### config.mk
export PLATFORM = sky130hd
export DESIGN_NAME = fpdf_unit
export DESIGN_NICKNAME = d
export VERILOG_FILES = /design/src/rtl/fpdf_pkg.sv /design/src/rtl/fpdf_classify.sv /design/src/rtl/fpdf_mant_div.sv /design/src/rtl/fpdf_flag_gen.sv /design/src/rtl/fpdf_unit.sv
export SDC_FILE = /design/constraint.sdc
export NUM_CORES = 1
export LEC_CHECK = 0
export ABC_CLOCK_PERIOD_IN_PS = 9500
export BUFFER_PORTS_ARGS = -buffer_cell sky130_fd_sc_hd__buf_2
export CORE_MARGIN = 5
export CORE_UTILIZATION = 67
export CTS_BUF_LIST = sky130_fd_sc_hd__clkbuf_4
export CTS_CLUSTER_SIZE = 12
export DETAILED_ROUTE_END_ITERATION = 10
export GPL_TIMING_DRIVEN = 0
export HOLD_SLACK_MARGIN = 0.03
export PLACE_DENSITY = 0.89
export RECOVER_POWER = 100
export SYNTH_ARGS = -nofsm -noshare
export SYNTH_HDL_FRONTEND = slang
export SYNTH_SLANG_ARGS = --single-unit
### constraint.sdc
create_clock -name clk_i -period 9.5 [get_ports clk_i]
set_clock_uncertainty 0.2 [all_clocks]
set_input_delay 0.475 -clock clk_i [delete_from_list [all_inputs] [get_ports clk_i]]
set_output_delay 0.475 -clock clk_i [all_outputs]
set_load 0.01 [all_outputs]
### src/rtl/fpdf_pkg.sv
package fpdf_pkg;
  localparam int EXP_W  = 8;
  localparam int FRAC_W = 23;
  localparam int MANT_W = FRAC_W + 1;
  localparam int QBITS  = MANT_W + 2;   // integer bit + 23 fraction + guard + extra
  localparam int REM_W  = MANT_W + 2;
  localparam int BIAS   = 127;
  localparam int FLAG_W = 7;

  // flag positions inside the destination word
  localparam int FB_DBZ = 0;
  localparam int FB_INX = 1;
  localparam int FB_UNF = 2;
  localparam int FB_OVF = 3;
  localparam int FB_INV = 4;
  localparam int FB_IFZ = 5;
  localparam int FB_OFZ = 6;

  typedef enum logic [1:0] {
    RM_NEAR = 2'd0,
    RM_ZERO = 2'd1,
    RM_POS  = 2'd2,
    RM_NEG  = 2'd3
  } rmode_e;

  typedef struct packed {
    logic              sign;
    logic              zero;    // true zero or flushed denormal
    logic              denorm;
    logic              inf;
    logic              nan;
    logic              snan;
    logic [EXP_W-1:0]  exp;
    logic [MANT_W-1:0] mant;    // hidden one included
  } opcls_t;
endpackage

### src/rtl/fpdf_classify.sv
module fpdf_classify
  import fpdf_pkg::*;
(
  input  logic [31:0] op_i,
  output opcls_t      cls_o
);
  logic exp_ones, exp_zero, frac_nz;

  always_comb begin
    exp_ones = &op_i[30:23];
    exp_zero = ~|op_i[30:23];
    frac_nz  = |op_i[22:0];
    cls_o.sign   = op_i[31];
    cls_o.zero   = exp_zero;
    cls_o.denorm = exp_zero & frac_nz;
    cls_o.inf    = exp_ones & ~frac_nz;
    cls_o.nan    = exp_ones & frac_nz;
    cls_o.snan   = exp_ones & frac_nz & ~op_i[22];
    cls_o.exp    = op_i[30:23];
    cls_o.mant   = {1'b1, op_i[22:0]};
  end
endmodule

### src/rtl/fpdf_mant_div.sv
module fpdf_mant_div
  import fpdf_pkg::*;
#(
  parameter int STEP_BITS = 2
) (
  input  logic              clk_i,
  input  logic              rst_ni,
  input  logic              load_i,
  input  logic              step_i,
  input  logic [MANT_W-1:0] dvd_i,
  input  logic [MANT_W-1:0] dvs_i,
  output logic [QBITS-1:0]  quo_o,
  output logic              rem_nz_o
);
  logic [REM_W-1:0]  rem_q, rem_nx;
  logic [QBITS-1:0]  quo_q, quo_nx;
  logic [MANT_W-1:0] dvs_q;

  // restoring division, STEP_BITS quotient bits per cycle
  always_comb begin
    rem_nx = rem_q;
    quo_nx = quo_q;
    for (int i = 0; i < STEP_BITS; i++) begin
      if (rem_nx >= {2'b00, dvs_q}) begin
        rem_nx = rem_nx - {2'b00, dvs_q};
        quo_nx = {quo_nx[QBITS-2:0], 1'b1};
      end else begin
        quo_nx = {quo_nx[QBITS-2:0], 1'b0};
      end
      rem_nx = rem_nx << 1;
    end
  end

  always_ff @(posedge clk_i or negedge rst_ni) begin
    if (!rst_ni) begin
      rem_q <= '0;
      quo_q <= '0;
      dvs_q <= '0;
    end else if (load_i) begin
      rem_q <= {2'b00, dvd_i};
      quo_q <= '0;
      dvs_q <= dvs_i;
    end else if (step_i) begin
      rem_q <= rem_nx;
      quo_q <= quo_nx;
    end
  end

  assign quo_o    = quo_q;
  assign rem_nz_o = |rem_q;


  rem_bound_chk: assert property (@(posedge clk_i) disable iff (!rst_ni)
    (dvs_q != '0) |-> (rem_q < {1'b0, dvs_q, 1'b0}));
endmodule

### src/rtl/fpdf_flag_gen.sv
module fpdf_flag_gen
  import fpdf_pkg::*;
(
  input  logic              special_i,
  input  logic [FLAG_W-1:0] spec_flags_i,
  input  logic              ifz_i,
  input  logic [QBITS-1:0]  quo_i,
  input  logic              rem_nz_i,
  input  logic signed [9:0] exp_i,
  input  logic              sign_i,
  input  logic [1:0]        rmode_i,
  output logic [FLAG_W-1:0] flags_o
);
  logic              norm, grd, stk, up, carry;
  logic [MANT_W-1:0] mant;
  logic signed [9:0] e_n, e_r;

  always_comb begin
    norm = quo_i[QBITS-1];
    mant = norm ? quo_i[QBITS-1 -: MANT_W] : quo_i[QBITS-2 -: MANT_W];
    grd  = norm ? quo_i[1] : quo_i[0];
    stk  = rem_nz_i | (norm & quo_i[0]);
    case (rmode_e'(rmode_i))
      RM_NEAR: up = grd & (stk | mant[0]);
      RM_ZERO: up = 1'b0;
      RM_POS:  up = (grd | stk) & ~sign_i;
      default: up = (grd | stk) & sign_i;
    endcase
    carry = (&mant) & up;
    e_n   = norm ? exp_i : exp_i - 10'sd1;
    e_r   = carry ? e_n + 10'sd1 : e_n;

    flags_o = '0;
    if (special_i) begin
      flags_o = spec_flags_i;
    end else if (e_r >= 10'sd255) begin
      flags_o[FB_OVF] = 1'b1;
      flags_o[FB_INX] = 1'b1;
    end else if (e_r <= 10'sd0) begin
      flags_o[FB_UNF] = 1'b1;
      flags_o[FB_INX] = 1'b1;
      flags_o[FB_OFZ] = 1'b1;
    end else begin
      flags_o[FB_INX] = grd | stk;
    end
    flags_o[FB_IFZ] = flags_o[FB_IFZ] | ifz_i;
  end
endmodule

### src/rtl/fpdf_unit.sv
module fpdf_unit
  import fpdf_pkg::*;
#(
  parameter int ISSUE_GAP = 16,
  parameter int STEP_BITS = 2,
  parameter int RES_W     = 32
) (
  input  logic             clk_i,
  input  logic             rst_ni,
  input  logic             in_valid_i,
  output logic             in_ready_o,
  input  logic [31:0]      a_i,
  input  logic [31:0]      b_i,
  input  logic [1:0]       rmode_i,
  input  logic             guard_i,
  output logic             done_o,
  output logic             wr_en_o,
  output logic [RES_W-1:0] result_o
);
  localparam int NSTEPS = (QBITS + STEP_BITS - 1) / STEP_BITS;
  localparam int CNT_W  = $clog2(ISSUE_GAP + 1);

  // operand classification, one instance per operand
  logic [31:0] opnd [2];
  opcls_t      cls  [2];
  assign opnd[0] = a_i;
  assign opnd[1] = b_i;

  for (genvar gi = 0; gi < 2; gi++) begin : g_cls
    fpdf_classify u_cls (.op_i(opnd[gi]), .cls_o(cls[gi]));
  end

  // special-case decision, precedence top to bottom
  logic              sp_any;
  logic [FLAG_W-1:0] sp_flags;
  always_comb begin
    sp_any   = 1'b1;
    sp_flags = '0;
    if (cls[0].snan | cls[1].snan)      sp_flags[FB_INV] = 1'b1;
    else if (cls[0].nan | cls[1].nan)   sp_flags = '0;
    else if (cls[0].inf & cls[1].inf)   sp_flags[FB_INV] = 1'b1;
    else if (cls[0].zero & cls[1].zero) sp_flags[FB_INV] = 1'b1;
    else if (cls[0].inf)                sp_flags = '0;
    else if (cls[1].zero)               sp_flags[FB_DBZ] = 1'b1;
    else if (cls[1].inf | cls[0].zero)  sp_flags = '0;
    else                                sp_any = 1'b0;
  end

  // issue counter
  logic [CNT_W-1:0] cnt_q;
  logic             accept, cap, step;
  assign in_ready_o = (cnt_q == '0) || (cnt_q == CNT_W'(ISSUE_GAP));
  assign accept     = in_valid_i & in_ready_o;
  assign cap        = (cnt_q == CNT_W'(ISSUE_GAP));
  assign step       = (cnt_q != '0) && (cnt_q <= CNT_W'(NSTEPS));

  always_ff @(posedge clk_i or negedge rst_ni) begin
    if (!rst_ni)               cnt_q <= '0;
    else if (accept)           cnt_q <= CNT_W'(1);
    else if (cap)              cnt_q <= '0;
    else if (cnt_q != '0)      cnt_q <= cnt_q + CNT_W'(1);
  end

  // operation registers
  logic              op_special, op_ifz, op_sign, op_guard;
  logic [FLAG_W-1:0] op_sflags;
  logic signed [9:0] op_exp;
  logic [1:0]        op_rm;

  always_ff @(posedge clk_i or negedge rst_ni) begin
    if (!rst_ni) begin
      op_special <= 1'b0;
      op_ifz     <= 1'b0;
      op_sign    <= 1'b0;
      op_guard   <= 1'b0;
      op_sflags  <= '0;
      op_exp     <= '0;
      op_rm      <= '0;
    end else if (accept) begin
      op_special <= sp_any;
      op_ifz     <= cls[0].denorm | cls[1].denorm;
      op_sign    <= cls[0].sign ^ cls[1].sign;
      op_guard   <= guard_i;
      op_sflags  <= sp_flags;
      op_exp     <= $signed({2'b00, cls[0].exp}) - $signed({2'b00, cls[1].exp}) + 10'sd127;
      op_rm      <= rmode_i;
    end
  end

  logic [QBITS-1:0] dv_quo;
  logic             dv_rem_nz;

  fpdf_mant_div #(.STEP_BITS(STEP_BITS)) u_div (
    .clk_i    (clk_i),
    .rst_ni   (rst_ni),
    .load_i   (accept),
    .step_i   (step),
    .dvd_i    (cls[0].mant),
    .dvs_i    (cls[1].mant),
    .quo_o    (dv_quo),
    .rem_nz_o (dv_rem_nz)
  );

  // flag stage
  logic              s1_vld, s1_special, s1_ifz, s1_sign, s1_guard, s1_rem_nz;
  logic [FLAG_W-1:0] s1_sflags, flags;
  logic signed [9:0] s1_exp;
  logic [1:0]        s1_rm;
  logic [QBITS-1:0]  s1_quo;

  always_ff @(posedge clk_i or negedge rst_ni) begin
    if (!rst_ni) begin
      s1_vld <= 1'b0; s1_special <= 1'b0; s1_ifz <= 1'b0; s1_sign <= 1'b0;
      s1_guard <= 1'b0; s1_rem_nz <= 1'b0; s1_sflags <= '0; s1_exp <= '0;
      s1_rm <= '0; s1_quo <= '0;
    end else begin
      s1_vld <= cap;
      if (cap) begin
        s1_special <= op_special;
        s1_ifz     <= op_ifz;
        s1_sign    <= op_sign;
        s1_guard   <= op_guard;
        s1_rem_nz  <= dv_rem_nz;
        s1_sflags  <= op_sflags;
        s1_exp     <= op_exp;
        s1_rm      <= op_rm;
        s1_quo     <= dv_quo;
      end
    end
  end

  fpdf_flag_gen u_flags (
    .special_i    (s1_special),
    .spec_flags_i (s1_sflags),
    .ifz_i        (s1_ifz),
    .quo_i        (s1_quo),
    .rem_nz_i     (s1_rem_nz),
    .exp_i        (s1_exp),
    .sign_i       (s1_sign),
    .rmode_i      (s1_rm),
    .flags_o      (flags)
  );

  always_ff @(posedge clk_i or negedge rst_ni) begin
    if (!rst_ni) begin
      done_o   <= 1'b0;
      wr_en_o  <= 1'b0;
      result_o <= '0;
    end else begin
      done_o  <= s1_vld;
      wr_en_o <= s1_vld & s1_guard;
      if (s1_vld && s1_guard) result_o <= {{(RES_W-FLAG_W){1'b0}}, flags};
    end
  end


  busy_block_chk: assert property (@(posedge clk_i) disable iff (!rst_ni)
    (in_valid_i && in_ready_o) |=> !in_ready_o);

  done_pulse_chk: assert property (@(posedge clk_i) disable iff (!rst_ni)
    done_o |=> !done_o);

  result_hold_chk: assert property (@(posedge clk_i) disable iff (!rst_ni)
    !$stable(result_o) |-> done_o);

  ovf_unf_excl_chk: assert property (@(posedge clk_i) disable iff (!rst_ni)
    !(result_o[FB_OVF] && result_o[FB_UNF]));

  inv_dbz_excl_chk: assert property (@(posedge clk_i) disable iff (!rst_ni)
    !(result_o[FB_INV] && result_o[FB_DBZ]));
endmodule

==> metrics.txt, run 1 <==
drt first pass iters 7; hold endpoint u_div.rem_q[19]; layout overhead on the synthesized area 14.08%; outcome finished with violations; Slowest cell on crit path o21ai_0; CP cell instances inv_1, ha_1, inv_1, fa_1, a21oi_1, o22ai_1, o21ai_0, a21oi_1, a2111oi_2, clkbuf_1, or2_2, clkbuf_1, o21ai_0, ha_1, a21oi_1, a21oi_1, o41ai_1, nand2_1, o21a_1, o21ai_0, a21o_1, clkbuf_1, nand2_1, a32o_1; Vias/cell 6.495; #FFs+latches synth 153; IO buf count 79; Hold Crit Class in2reg; CORE AREA ~16000 um^2; CP Data Required Time between 9000 and 10000 ps; pin count of the biggest net entering global routing 85; Crit Path Category reg2reg; Critical R2R Capture u_div.rem_q[25]; CP startpoint kind flop; max-slew violations 70; HP Start a_i[19]; Vert. Die Dim around 140 um; io pins 105; ys async rst share 100.0%; Routed Antenna Nets 0; DRC Markers 0; Max-Cap Viols 1; hold depth 3; global-route wire length before repair 52910 um; initial antenna violation count 1; vias in the first global route about 10000; Seq/Total Area, Yosys between 30% and 40%; clock-pin slew on the worst setup and hold paths around 130 ps; Slowest Stage Delay on Critical Path 620 ps; Crit Path Max Fanout 10; final wirelength approximately 33000 um; Worst EP arrival around 8500 ps; Min Clock Period, post-route a little over 8000 ps; reg2reg setup slack 1260 ps; cell taking the most area after synthesis dfrtp_1; Synth Instances 1256; Worst-Skew Late Latency 610 ps; relative slew slack -169.6%; initial DRC count 1515; Setup violations, final 0; Final Cycle Share 86.75%; Worst Tran Pin Value 4044 ps; Core Util, Final between 70 and 80%; final number of hold-violating endpoints 0; # clock sinks about 150; EDFF count, synth 0; CTS tree yes; largest cells by area after synthesis dfrtp_1, ha_1, mux2_2; DIE WIDTH ~140 um; CTS Root Cell clkbuf_4; GRT Total Usage 36.24%; syn_area_per_cell 8.618 um^2; Post-synth top cells nand2_1, dfrtp_1, o21ai_0, nand3_1; num rows 46; # nets final 1566; cell repeated most along the worst path a21oi_1; FF-to-FF Start u_div.rem_q[0]; setup_tns 0 ps; layout cell share with drive strength beyond 1 14.20%; synthesized cell area 10820 um^2; dpl hpwl between 20000 and 25000 um; Avg WL per Cell 20.10 um; initial cell density of the core between 60 and 70%; Synth Warn # 0; Clock Tree Buf Depth 2; routability congestion estimate a little over 1; f_max around 0.12 GHz; element type at the critical path end flop; grt ovf 0; CTS buffer count 17; CTS H-tree lvls 4; Synth Flop Type dfrtp_1; FF-to-FF path depth 24; die area approximately 19000 um^2; Post-CTS Resized 0; failing checks capacitance limit, slew limit; RSZ-0062 raised after global routing no; Yosys cell types 72; Vias 10790; cell with the most instances after synthesis nand2_1; Synth top area share approximately 35%
cell families (layout without fill, tap and decap cells):
group / count (synthesis) / after routing / synth area share (%)
AOI/OAI and AO/OA: 307 / 307 / 18.24
xor gates and xnor gates: 62 / 62 / 5.017
adders and majority gates: 65 / 65 / 7.722
buffers and inverters: 143 / 307 / 5.976
DFF: 153 / 153 / 35.37
muxes: 66 / 66 / 6.774
other: 1 / 26 / 0.03464
and+or+nand+nor: 459 / 459 / 20.86
critical path, delay by kind of cell (launching register included):
| family | cells | cell delay (ps) |
|---|---|---|
| adder cells (fa/ha/maj) | 3 | 1020 |
| flip-flops | 1 | 430 |
| buffers and inverters | 5 | 1760 |
| AO/OA/AOI/OAI | 13 | 4050 |
| AND/OR/NAND/NOR | 3 | 670 |
registers in the layout, summed over array words and instances, names as in the netlist, 2 cells and up:
| register | flops |
|---|---|
| s1_quo | 26 |
| u_div.quo_o | 26 |
| u_div.rem_q | 26 |
| u_div.dvs_q | 24 |
| op_exp | 10 |
| s1_exp | 10 |
| result_o | 6 |
| cnt_q | 5 |
| op_rm | 2 |
| op_sflags | 2 |
| s1_rm | 2 |
| s1_sflags | 2 |
repair_timing:
item | CTS | global route
hold buffers | 52 | 0
setup endpoints to repair | 0 | 0
buffers inserted | 0 | 0
endpoints found under the hold margin | 120 | 0
area by class of cell:
class                   count  area (um^2)
clock inverters            15        116.4
multi-input cells         984         6430
diodes                      1        2.502
inverters                  58        217.7
plain buffers              85        427.9
flip-flops and latches    153         3829
fillers                  1174         3537
well taps                 216        270.3
clock buffers              17        127.6
repair buffers            132        927.1
layout by cell type (no fill, tap or decap), types with 5 or more instances in the layout:
cell type / synthesis / routed
o211ai_1: 23 / 24
o31ai_1: 10 / 10
nand3_1: 63 / 63
nand2_1: 154 / 154
buf_2: 7 / 72
or2_2: 10 / 10
a311oi_1: 5 / 5
a211oi_1: 8 / 8
xor2_1: 15 / 15
mux2i_1: 8 / 8
nand4_1: 37 / 37
buf_4: 27 / 27
conb_1: 1 / 25
dfrtp_1: 153 / 153
nor2_1: 62 / 62
o21ai_0: 93 / 93
mux2_2: 58 / 58
a21o_1: 14 / 14
and2_1: 9 / 9
clkbuf_1: 42 / 63
nor2b_1: 11 / 11
dlygate4sd3_1: 0 / 52
o22ai_1: 6 / 6
nor3_1: 34 / 34
o21bai_1: 6 / 6
nand2b_1: 6 / 6
or3_1: 12 / 12
and4_1: 5 / 5
a22oi_1: 18 / 18
and3_1: 11 / 11
inv_6: 0 / 6
a21oi_1: 61 / 62
clkbuf_4: 0 / 17
nor4_1: 28 / 28
a31oi_1: 8 / 8
nor3b_1: 5 / 5
ha_1: 62 / 62
xnor2_1: 47 / 47
inv_1: 58 / 58
o21a_1: 17 / 17
metal layers:
layer | track usage [%] | vias to the layer above | share of wire [%]
met5 | 0 | - | 0
met1 | 50.52 | 5079 | 41
met4 | 12.86 | 0 | 3.5
met2 | 55.67 | 716 | 44
li1 | - | 4878 | -
met3 | 8.272 | 115 | 11
how the worst max path moves through the flow:
stage                   start         endpoint  slack, ps  depth (start not counted)
6_report       u_div.rem_q[0]  u_div.rem_q[25]       1260                         24
5_1_grt        u_div.rem_q[0]  u_div.rem_q[23]        910                         24
4_1_cts        u_div.rem_q[0]  u_div.rem_q[25]       2060                         24
3_5_place_dp   u_div.rem_q[0]  u_div.rem_q[25]       2120                         24
3_3_place_gp   u_div.rem_q[0]  u_div.rem_q[25]       2190                         24
2_1_floorplan  u_div.rem_q[0]  u_div.rem_q[25]       3960                         24
metrics by stage:
stage,setup WS [ps],cell area [um^2],hold WS (ps),std cells
3_3_place_gp,2194,11580,168.2,1575
2_1_floorplan,3955,10910,-20.59,1280
6_report,1258,12350,118.8,1661
3_5_place_dp,2121,11610,177.5,1576
4_1_cts,2064,12380,72.88,1660
5_1_grt,906.6,12350,63.15,1661
Power of run 1 is not shown: default switching activity piles up to over one toggle a cycle in this logic, so the estimate is an artifact.
==> inputs of run 2 (changes only) <==
--- a/config.mk
+++ b/config.mk
@@ -15,7 +15,6 @@
 export GPL_TIMING_DRIVEN = 0
 export HOLD_SLACK_MARGIN = 0.03
 export PLACE_DENSITY = 0.89
-export RECOVER_POWER = 100
 export SYNTH_ARGS = -nofsm -noshare
 export SYNTH_HDL_FRONTEND = slang
 export SYNTH_SLANG_ARGS = --single-unit
==> run 2 against run 1 <==
The flow now finishes without violations. Highest routed layer unchanged. Final area up 0.26%. Sequential share of layout area down 0.081 points. Worst hold slack worse by 2.4 ps. Largest cell class unchanged. Count of clock-buffer cells in the layout unchanged. Die area unchanged. Critical path type unchanged.
==> metrics.txt, run 2 (synthesis results as in run 1) <==
most common cell after layout, fill and taps aside nand2_1; Vias 10790 (+0.0093%); global-route wire length before repair 52910 um (unchanged); HP Start a_i[19]; Avg WL per Cell 20.10 um (about the same); Post-CTS Resized 0 (unchanged); IO buf count 79 (unchanged); Vert. Die Dim 137.1 um (unchanged); FF-to-FF Start u_div.rem_q[0]; DRC Markers 0 (unchanged); die area 18800 um^2 (unchanged); Top delay family on crit path compound AO/OA/AOI/OAI gates; final number of hold-violating endpoints 0 (unchanged); hold depth 3 (unchanged); CP cell instances inv_1, ha_1, inv_1, fa_1, a21oi_1, o22ai_1, o21ai_0, a21oi_2, a2111oi_2, clkbuf_1, or2_2, buf_2, o21ai_0, ha_1, a21oi_1, a21oi_1, o41ai_1, nand2_1, o21a_1, o21ai_0, a21o_1, buf_1, nand2_1, a32o_1; io pins 105 (unchanged); vias in the first global route 10280 (unchanged); CORE AREA 15890 um^2 (unchanged); reg2reg setup slack 1760 ps (+500 ps); Routed Antenna Nets 0 (unchanged); outcome completed; Worst Tran Pin Value 1019 ps (-3024 ps); Crit Path Max Fanout 10 (unchanged); initial antenna violation count 1 (unchanged); dpl hpwl 24190 um (unchanged); grt ovf 0 (unchanged); layout overhead on the synthesized area 14.38%; Final Cycle Share 81.44% (-5.3 points); max-slew violations 0 (-100%); final worst setup slack 1763 ps (+504.8 ps); area of the multi-input gates 6439 um^2 (+0.14%); Vias/cell 6.495 (about the same); CTS tree yes; Slowest cell on crit path o21ai_0; element type at the critical path end flop; CP Data Required Time 9780 ps (about the same); DIE WIDTH 137.1 um (unchanged); CTS Hold Bufs 52 (unchanged); number of setup buffers added after CTS 0 (unchanged); hold endpoint u_div.rem_q[19]; Seq. cell area 3829 um^2 (unchanged); initial DRC count 1493 (-1.5%); relative slew slack 31.41% (+200 points); Hold Crit Class in2reg; routability congestion estimate 1.025 (unchanged); most frequent cells in the layout nand2_1, dfrtp_1, o21ai_0, buf_2, nand3_1; num rows 46 (unchanged); Clock Tree Buf Depth 2 (unchanged); CTS buffer count 17 (unchanged); Hold Worst Slack 116.4 ps (-2.374 ps); CTS H-tree lvls 4 (unchanged); Filler cells 1166 (-0.68%); clock-pin slew on the worst setup and hold paths 140 ps (about the same); Crit path buffers/inverters 5 (unchanged); Max-Cap Viols 0 (-1); RSZ-0062 raised after global routing no; Slowest Stage Delay on Critical Path 660 ps (+40 ps); pre-CTS WS 2121 ps (unchanged); CP startpoint kind flop; Min Clock Period, post-route 7737 ps (-504.7 ps); final wirelength 33390 um (about the same); Crit Path Category reg2reg; layout cell share with drive strength beyond 1 15.30% (+1.1 points); CTS Root Cell clkbuf_4; FF-to-FF path depth 24 (unchanged); setup_tns 0 ps (unchanged); GRT Total Usage 36.24% (unchanged); pin count of the biggest net entering global routing 85 (unchanged); Worst-Skew Late Latency 600 ps (about the same); Critical R2R Capture u_div.rem_q[25]; # nets final 1566 (unchanged); Worst EP arrival 8010 ps (-520 ps); Setup violations, final 0 (unchanged); f_max 0.1293 GHz (+6.5%); # clock sinks 153 (unchanged); initial cell density of the core 68.14% (unchanged); drt first pass iters 6 (-1)
[run 2: stage by stage]
stage | instances | utilization [%] | cell area [um^2]
after global routing | 1661 | 77.94 | 12380
after global placement | 1575 | 72.90 | 11580
after CTS | 1660 | 77.92 | 12380
after floorplan | 1280 | - | 10910
after detailed placement | 1576 | 73.11 | 11610
final | 1661 | 77.94 | 12380
[run 2: layout make-up]
type	instances	area share (%)
clock inverter	15	0.9399
tap	216	2.183
timing repair buffer	132	7.671
antenna	1	0.02021
clock buffer	17	1.031
multi-input combinational	984	52.01
buffer	85	3.466
inverter	58	1.758
sequential	153	30.92
[run 2: how the worst max path moves through the flow]
stage / depth (start not counted) / to / slack [ps] / from
floorplan: 24 / u_div.rem_q[25] / 3960 / u_div.rem_q[0]
global placement: 24 / u_div.rem_q[25] / 2190 / u_div.rem_q[0]
detailed placement: 24 / u_div.rem_q[25] / 2120 / u_div.rem_q[0]
CTS: 24 / u_div.rem_q[25] / 2060 / u_div.rem_q[0]
global route: 24 / u_div.rem_q[23] / 1410 / u_div.rem_q[0]
finish: 24 / u_div.rem_q[25] / 1760 / u_div.rem_q[0]
[run 2: worst reg2reg max path, cell delays in order (launching register included)]
cell	delay (ps)
dfrtp_1	440
inv_1	90
ha_1	200
inv_1	70
fa_1	420
a21oi_1	240
o22ai_1	200
o21ai_0	660
a21oi_2	280
a2111oi_2	320
clkbuf_1	560
or2_2	240
buf_2	310
o21ai_0	220
ha_1	380
a21oi_1	240
a21oi_1	220
o41ai_1	490
nand2_1	230
o21a_1	230
o21ai_0	210
a21o_1	260
buf_1	460
nand2_1	200
a32o_1	280
[run 2: per-layer routing]
layer,vias to the layer above,routed length (um),track usage [%]
met5,-,0,0
li1,4872,-,-
met3,111,3870,8.272
met2,717,14790,55.67
met4,0,1103,12.86
met1,5089,13630,50.52
Power of run 2 is left out for the same reason.
==> inputs of run 3 (changes only) <==
--- a/config.mk
+++ b/config.mk
@@ -5,16 +5,16 @@
 export SDC_FILE = /design/constraint.sdc
 export NUM_CORES = 1
 export LEC_CHECK = 0
-export ABC_CLOCK_PERIOD_IN_PS = 9500
+export ABC_CLOCK_PERIOD_IN_PS = 7100
 export BUFFER_PORTS_ARGS = -buffer_cell sky130_fd_sc_hd__buf_2
 export CORE_MARGIN = 5
-export CORE_UTILIZATION = 67
+export CORE_UTILIZATION = 56
 export CTS_BUF_LIST = sky130_fd_sc_hd__clkbuf_4
 export CTS_CLUSTER_SIZE = 12
 export DETAILED_ROUTE_END_ITERATION = 10
 export GPL_TIMING_DRIVEN = 0
 export HOLD_SLACK_MARGIN = 0.03
-export PLACE_DENSITY = 0.89
+export PLACE_DENSITY = 0.79
 export SYNTH_ARGS = -nofsm -noshare
 export SYNTH_HDL_FRONTEND = slang
 export SYNTH_SLANG_ARGS = --single-unit
==> constraint.sdc (replaced) <==
create_clock -name clk_i -period 7.1 [get_ports clk_i]
set_clock_uncertainty 0.2 [all_clocks]
set_input_delay 0.355 -clock clk_i [delete_from_list [all_inputs] [get_ports clk_i]]
set_output_delay 0.355 -clock clk_i [all_outputs]
set_load 0.01 [all_outputs]
==> run 3 against run 2 <==
Count of clock-buffer cells in the layout increased by 2. Worst hold slack got worse by 38 ps. Global-route usage decreased by 7.2 points. Critical path type unchanged. Die area increased by 18%.
==> metrics.txt, run 3 (synthesis results as in run 1) <==
outcome completed; number of setup buffers added after CTS 0 (unchanged); IO buf count 79 (unchanged); die area 22210 um^2 (+18%); CTS H-tree lvls 4 (unchanged); dpl hpwl 23830 um (-1.5%); pin count of the biggest net entering global routing 81 (-4.7%); Worst-Skew Late Latency 600 ps (about the same); Vias/cell 6.157 (-5.2%); Clock Tree Buf Depth 2 (unchanged); num rows 50 (+8.7%); # clock sinks 153 (unchanged); most common cell after layout, fill and taps aside nand2_1; CTS buffer count 17 (unchanged); io pins 105 (unchanged); layout overhead on the synthesized area 16.07%; routability congestion estimate 0.9948 (-2.9%); DIE WIDTH 149.0 um (+8.7%); Max-Cap Viols 0 (unchanged); clock-pin slew on the worst setup and hold paths 150 ps (about the same); Crit path buffers/inverters 5 (unchanged); CP Data Required Time 7380 ps (-2400 ps); Filler cells 1626 (+39%); Post-Place Cell Area 11670 um^2 (+0.47%); # nets final 1570 (+0.26%); CP startpoint kind flop; Vias 10520 (-2.5%); initial cell density of the core 57.29% (-11 points); vias in the first global route 10060 (-2.2%); f_max 0.1451 GHz (+12%); Min Clock Period, post-route 6893 ps (-843.5 ps); final number of hold-violating endpoints 0 (unchanged); DRC Markers 0 (unchanged); Slowest cell on crit path a21oi_1; Worst EP arrival 7170 ps (-840 ps); design area 12560 um^2 (+1.5%); element type at the critical path end flop; CP cell instances inv_1, ha_1, inv_1, fa_1, a21oi_1, o22ai_1, o21ai_2, a21oi_2, a2111oi_2, clkbuf_2, or2_2, buf_2, o21ai_0, ha_1, nand4_1, a21oi_1, o41ai_2, nand2_1, o21a_1, o21ai_0, a21oi_1, clkbuf_1, nor4_1, a311oi_1; GRT Total Usage 29.06% (-7.2 points); Crit Path Max Fanout 10 (unchanged); final wirelength 32380 um (-3.0%); Crit Path Category reg2reg; Routed Antenna Nets 0 (unchanged); global-route wire length before repair 51850 um (-2.0%); max-slew violations 0 (unchanged); Top delay family on crit path compound AO/OA/AOI/OAI gates; grt ovf 0 (unchanged); initial antenna violation count 2 (+1); layout cell share with drive strength beyond 1 15.75% (+0.44 points); most frequent cells in the layout nand2_1, dfrtp_1, o21ai_0, buf_2, nand3_1; Setup violations, final 0 (unchanged); Slowest Stage Delay on Critical Path 570 ps (-90 ps); CORE AREA 18890 um^2 (+19%); Worst Tran Pin Value 1003 ps (-16.55 ps); relative slew slack 32.52% (+1.1 points); Vert. Die Dim 149.0 um (+8.7%); Avg WL per Cell 18.95 um (-5.8%); Hold Crit Class in2reg; drt first pass iters 6 (unchanged); cell repeated most along the worst path a21oi_1; CTS tree yes; initial DRC count 1172 (-22%); Final Cycle Share 97.09% (+16 points); Hold Worst Slack 78.19 ps (-38.20 ps); CTS Root Cell clkbuf_4
[run 3: cell count changes in the layout (fill, tap and decap cells not counted), moves of 2 or more]
cell and delta:
bufinv_16 +3, clkbuf_4 +2, dlygate4sd3_1 +4, inv_6 -2
[run 3: final timing paths]
path                                startpoint               to  slack (ps)  cells after the start
min in group asynchronous               rst_ni   u_div.dvs_q[6]         160                      2
worst min-delay path                   a_i[30]        op_exp[9]          80                      5
worst max-delay path            u_div.rem_q[0]  u_div.rem_q[23]         210                     24
worst max register to register  u_div.rem_q[0]  u_div.rem_q[23]         210                     24
worst min register to register          s1_vld           done_o         210                      0
max in group asynchronous               rst_ni   u_div.quo_o[5]        5680                      3
[run 3: per-stage QoR]
stage	setup slack, ps	setup TNS (ps)	cells	util [%]
after detailed placement	-190.4	-475.4	1620	61.76
after CTS	155.7	0	1708	66.37
after global routing	-13.14	-13.14	1709	66.50
after global placement	-208.3	-556.8	1619	61.58
final	206.7	0	1709	66.50
after floorplan	1555	0	1280	-
[run 3: tightest hold or removal path: stages]
cell and delay (ps):
buf_2 120, ha_1 150, a21oi_1 60, o21ai_0 70, o21ai_0 70
[run 3: timing repair]
action | 4_1_cts | 5_1_grt
hold buffers | 56 | 0
endpoints found under the hold margin | 127 | 0
gates resized for setup | 2 | 6
setup endpoints to repair | 8 | 26
[run 3: metal layers]
metal  share of wire (%)  routed length, um  GRT usage [%]  up-vias
met1                  42              13630          40.45     4960
met3                  11               3599          6.958      105
li1                    -                  -              -     4888
met2                  44              14120          45.46      568
met4                 3.1               1010          8.146        2
met5               0.040                 13              0        -
[run 3: final cells by class]
| class | count | area (um^2) | area share, % |
|---|---|---|---|
| Multi-Input combinational cell | 984 | 6459 | 51.41 |
| Sequential cell | 153 | 3829 | 30.48 |
| Timing Repair Buffer | 136 | 989.7 | 7.878 |
| Buffer | 85 | 431.7 | 3.436 |
| Tap cell | 260 | 325.3 | 2.589 |
| Inverter | 58 | 217.7 | 1.733 |
| Clock inverter | 13 | 166.4 | 1.325 |
| Clock buffer | 19 | 142.6 | 1.135 |
| Antenna cell | 1 | 2.502 | 0.01992 |
Power of run 3 is left out for the same reason.
